### src/rtl/trig_pkg.sv
package trig_pkg;
  typedef enum logic [1:0] {
    SEQ_IDLE = 2'd0,
    SEQ_SEEK = 2'd1,
    SEQ_DONE = 2'd2
  } seq_state_e;
endpackage

### src/rtl/trig_chan_cond.sv
module trig_chan_cond (
  input  logic cur_i,
  input  logic prev_i,
  input  logic prev_vld_i,
  input  logic pol_i,
  input  logic mode_i,
  input  logic ena_i,
  output logic ok_o
);
  logic lvl_ok, edge_ok;

  assign lvl_ok  = (cur_i == pol_i);
  // polarity 1: rising, 0: falling; needs a stored sample
  assign edge_ok = prev_vld_i && (cur_i == pol_i) && (prev_i != pol_i);
  assign ok_o    = !ena_i || (mode_i ? edge_ok : lvl_ok);
endmodule

### src/rtl/trig_hist.sv
module trig_hist #(
  parameter int NUM_CH = 32
) (
  input  logic              clk_i,
  input  logic              rst_ni,
  input  logic              clr_i,
  input  logic              take_i,
  input  logic [NUM_CH-1:0] smp_i,
  output logic [NUM_CH-1:0] prev_o,
  output logic              prev_vld_o
);
  always_ff @(posedge clk_i or negedge rst_ni) begin
    if (!rst_ni) begin
      prev_o     <= '0;
      prev_vld_o <= 1'b0;
    end else if (clr_i) begin
      prev_o     <= '0;
      prev_vld_o <= 1'b0;
    end else if (take_i) begin
      prev_o     <= smp_i;
      prev_vld_o <= 1'b1;
    end
  end
endmodule

### src/rtl/trig_seq.sv
module trig_seq
  import trig_pkg::*;
(
  input  logic clk_i,
  input  logic rst_ni,
  input  logic arm_i,
  input  logic take_i,
  input  logic all_ok_i,
  output logic hit_o,
  output logic hit_pulse_o
);
  seq_state_e state_q, state_d;
  logic       fire;

  assign fire = (state_q == SEQ_SEEK) && take_i && all_ok_i;

  always_comb begin
    state_d = state_q;
    if (arm_i)     state_d = SEQ_SEEK;
    else if (fire) state_d = SEQ_DONE;
  end

  always_ff @(posedge clk_i or negedge rst_ni) begin
    if (!rst_ni) begin
      state_q     <= SEQ_IDLE;
      hit_pulse_o <= 1'b0;
    end else begin
      state_q     <= state_d;
      hit_pulse_o <= fire;
    end
  end

  assign hit_o = (state_q == SEQ_DONE);
endmodule

### src/rtl/trig_matcher.sv
module trig_matcher #(
  parameter int NUM_CH = 32
) (
  input  logic              clk_i,
  input  logic              rst_ni,
  input  logic [NUM_CH-1:0] smp_i,
  input  logic              smp_vld_i,
  input  logic              arm_i,
  input  logic [NUM_CH-1:0] pol_i,
  input  logic [NUM_CH-1:0] mode_i,
  input  logic [NUM_CH-1:0] ena_i,
  output logic              hit_o,
  output logic              hit_pulse_o
);
  logic              take;
  logic [NUM_CH-1:0] prev_q;
  logic              prev_vld_q;
  logic [NUM_CH-1:0] ch_ok;

  // arm wins over a same-cycle sample
  assign take = smp_vld_i && !arm_i;

  trig_hist #(.NUM_CH(NUM_CH)) u_hist (
    .clk_i      (clk_i),
    .rst_ni     (rst_ni),
    .clr_i      (arm_i),
    .take_i     (take),
    .smp_i      (smp_i),
    .prev_o     (prev_q),
    .prev_vld_o (prev_vld_q)
  );

  for (genvar c = 0; c < NUM_CH; c++) begin : g_ch
    trig_chan_cond u_cond (
      .cur_i      (smp_i[c]),
      .prev_i     (prev_q[c]),
      .prev_vld_i (prev_vld_q),
      .pol_i      (pol_i[c]),
      .mode_i     (mode_i[c]),
      .ena_i      (ena_i[c]),
      .ok_o       (ch_ok[c])
    );
  end

  trig_seq u_seq (
    .clk_i       (clk_i),
    .rst_ni      (rst_ni),
    .arm_i       (arm_i),
    .take_i      (take),
    .all_ok_i    (&ch_ok),
    .hit_o       (hit_o),
    .hit_pulse_o (hit_pulse_o)
  );
endmodule

### config.mk
export PLATFORM = sky130hd
export DESIGN_NAME = trig_matcher
export DESIGN_NICKNAME = d
export VERILOG_FILES = /design/src/rtl/trig_pkg.sv /design/src/rtl/trig_chan_cond.sv /design/src/rtl/trig_hist.sv /design/src/rtl/trig_seq.sv /design/src/rtl/trig_matcher.sv
export SDC_FILE = /design/constraint.sdc
export NUM_CORES = 1
export LEC_CHECK = 0
export BUFFER_PORTS_ARGS = -buffer_cell sky130_fd_sc_hd__buf_2
export CORE_MARGIN = 4
export CORE_UTILIZATION = 50
export CTS_CLUSTER_SIZE = 28
export DETAILED_ROUTE_END_ITERATION = 16
export PLACE_DENSITY_LB_ADDON = 0.05
export SYNTH_ARGS = -nofsm -noshare
export SYNTH_HDL_FRONTEND = slang
export SYNTH_SLANG_ARGS = --single-unit
### constraint.sdc
create_clock -name clk_i -period 3.6 [get_ports clk_i]
set_input_delay 0.18 -clock clk_i [delete_from_list [all_inputs] [get_ports clk_i]]
set_output_delay 0.18 -clock clk_i [all_outputs]
set_load 0.05 [all_outputs]
==> run summary <==
From synthesis to final layout, the design area changed by 28.6%. In this run, placement finished with an instance count of 524. The final reports fail on negative hold slack. Number of nets in the layout: 591. The fraction of the core area covered by cells at the end of the flow was 0.661.

Following the worst setup path forward leads to its endpoint at u_seq.state_q[0]$_DFFE_PN0P_. The routed length per instance was 14.4 um; the setup TNS after final layout was 0 ns. The tools report the number of clock sinks as 36. The tools report the highest clock rate as 438 MHz. At the end of routability-driven placement, the weighted congestion stood at 0.835. The run gives 0.00821 ns as the maximum clock skew at final layout.

The source-to-sink clock delay at the later pin of the worst-skew pair is 0.29 ns, and the post-detailed-placement cell area is 0.00353 mm2. The tools report the flop-to-flop setup slack as 1.32 ns. Yosys attributes the largest share of cell area to dfrtp_1, mux2i_1, xor2_1. The core region is 0.00547 mm2. For the die outline area, the log shows 0.00689 mm2. The type of element launching the critical path is a flip-flop.

In this run the vertical extent of the chip is 83 um. Worst setup path category: reg2reg. The cell type with the largest total area after synthesis was dfrtp_1. For the number of filler cells placed in the layout, the log shows 500. The HPWL after detailed placement is 5990 um.

The tools report the diode insertion count for antenna repair as 0. TritonCTS built the clock tree. The tools report the total count of max-transition violations in the final report as 0. The type of element capturing the critical path is a flip-flop. In this run the critical register-to-register path is captured at u_seq.state_q[0]$_DFFE_PN0P_. Power spread over the standard cell area amounts to 284 mW/mm2. Setup violations remaining at the end of the flow were counted as 0. The H-tree was split into 2 levels. The number of buffers inserted by post-CTS setup repair was 0; the net count after synthesis was 461. Counting every instance in the synthesized netlist gives 329.

Once detail routing completed, the nets flagged for antenna violations numbered 0. The number of design-rule violations left by the first detailed-router iteration was 121. The final layout contains routed wiring with a total length of 7670 um. In this run the clock root is driven by a clkbuf_8.

Relative slew slack: 0.447. In the routed design, unresolved DRC markers number 0. Counting the buffers created by CTS gives 5. The required time reported for the critical path endpoint is 3.77 ns, and the ratio of final minimum period to clock period is 0.634.

The critical-path maximum fanout was 20; the synthesized area divided by synthesized cell count was 8.55 um2. The tools report the initial antenna violation count as 0. The initial core utilization is 0.514, and the final instance count without filler cells is 532.

The clock transition time at the flip-flop clock pins of the worst setup and hold paths was 0.07 ns. The share of Yosys cell area claimed by the top area cell type is 0.320. The most critical setup path has its startpoint at u_hist.prev_vld_o$_DFFE_PN0P_.

The hold slack was -0.0141 ns. Buffers inserted to repair hold after CTS numbered 0. The logs give 0 for the total overflow reported by the global router and 29 for the count of cell types in the netlist. The sequential element share of the synthesized area came out at 0.320. The number of cells on the worst reg-to-reg path is 6, and the routed via count is 2987. The number of gates resized after cts came out at 0.

The total track usage is 0.221, and the time the worst path needs with I/O delays and setup is 2.28 ns. Yosys printed 0 warnings. The path class of the tightest hold or removal check is in2async. Across the run, the number of max-cap violations was 0. The number of hold violations in the final report was 27; the cell row count was 27. The run gives 2.45 ns as the data arrival at the endpoint of the critical path. The slew at the pin closest to its max-slew limit was 0.830 ns; the die boundary width was 83 um. The logs give 134 for the boundary pin count and 1.73 nW for the reported leakage power. The synthesized cell area came out at 0.00281 mm2. The flow ran to the end, but the final reports show violations. For the first-pass GRT wire length, the log shows 12900 um. Setup repair after global routing left no endpoint under its margin. For the deepest clock path buffer count, the log shows 2.

The origin of the critical flop-to-flop path was u_hist.prev_vld_o$_DFFE_PN0P_. Counting flops and latches in the post-synthesis netlist gives 36. Port buffering added 133 buffers. After detailed routing, the number of vias per cell comes to 5.61. The number of global-route vias before repair is 2851. Across the VDD grid, the largest voltage drop is 0.000180 V. Proportion of layout cells with a drive suffix above 1: 0.346. Once layout is done, the placed cells without fillers occupy 0.00362 mm2.

Entering global routing, the biggest net connects 37 pins. The number of detailed-routing iterations run before antenna repair is 4.
state kept, by name (all words and copies together), names as in the netlist:
name	cells
u_seq.hit_pulse_o	1
u_hist.prev_vld_o	1
u_seq.state_q	2
u_hist.prev_o	32
area by class of cell:
cell class	count	area (um2)	area share
repair buffers	134	673	0.186
well taps	72	90.1	0.0249
flip-flops and latches	36	901	0.249
multi-input cells	280	1860	0.513
clock buffers	8	90.1	0.0249
inverters	2	7.51	0.00208
Yosys cell counts (all sizes together):
cell,n
nor2,38
dfrtp,36
o21ai,33
a21oi,32
mux2i,32
xor2,32
o22ai,29
nand3b,20
or3b,20
nand2,12
nand2b,12
buf,6
nor4,6
clkbuf,5
and3,2
inv,2
nor3,2
nor3b,2
or4,2
a22o,1
a31oi,1
and4,1
nor2b,1
nor4bb,1
or3,1
cell usage in the layout (no fill, tap or decap), types with 2 or more instances in the layout:
master    Yosys  final
o22ai_1      29     29
clkbuf_8      0      6
a21oi_1      32     32
nand2b_1     12     12
or3b_2       16     16
xor2_1       32     32
dfrtp_1      36     36
clkbuf_1      5      2
nor2_1       38     38
nor4_1        5      5
or3b_1        4      4
nor3_1        2      2
nand2_1      12     12
o21ai_0      33     33
and3_1        2      2
nand3b_1     20     20
buf_2         6    133
inv_1         2      2
mux2i_1      32     32
worst min path at each step:
stage | startpoint | to | slack [ns] | cells past startpoint
3_3_place_gp | rst_ni | u_hist.prev_o[9]$_DFFE_PN0P_ | 0.32 | 1
3_5_place_dp | rst_ni | u_hist.prev_o[9]$_DFFE_PN0P_ | 0.32 | 1
5_1_grt | rst_ni | u_hist.prev_o[9]$_DFFE_PN0P_ | 0.04 | 1
2_1_floorplan | rst_ni | u_hist.prev_o[0]$_DFFE_PN0P_ | -0.12 | 0
6_report | rst_ni | u_hist.prev_o[9]$_DFFE_PN0P_ | -0.01 | 1
4_1_cts | rst_ni | u_hist.prev_o[9]$_DFFE_PN0P_ | 0.007 | 1
through the flow:
stage | power [mW] | worst slack, ns
final | 1.03 | 1.32
after global routing | 1.08 | 1.09
after CTS | 1.03 | 1.33
after detailed placement | 0.732 | 1.34
after global placement | 0.724 | 1.53
after floorplan | 0.597 | 1.95
critical path: stages, from the launching register on:
cell	delay, ns
dfrtp_1	0.64
inv_1	0.44
a21oi_1	0.31
o22ai_1	0.12
or3_1	0.36
nor4_4	0.17
a31oi_1	0.11
cells by family (layout without fill, tap and decap cells):
family | Yosys count | after routing | synth area share
simple gates | 120 | 120 | 0.261
compound gates | 96 | 96 | 0.185
flops | 36 | 36 | 0.320
xor+xnor | 32 | 32 | 0.0996
mux | 32 | 32 | 0.114
buf+inv | 13 | 144 | 0.0200
power breakdown:
| group | leakage [nW] | switching [mW] | internal, mW |
|---|---|---|---|
| combinational | 1.21 | 0.147 | 0.136 |
| sequential | 0.474 | 0.0168 | 0.425 |
| clock | 0.0455 | 0.146 | 0.156 |
metal layers:
layer	up-vias	GRT usage	part of all wire
met5	-	0	0
met4	0	0.0550	0.010
met3	9	0.0565	0.081
met2	113	0.359	0.47
met1	1393	0.293	0.44
li1	1472	-	-
No activity file was read; power rests on OpenSTA's default activity.
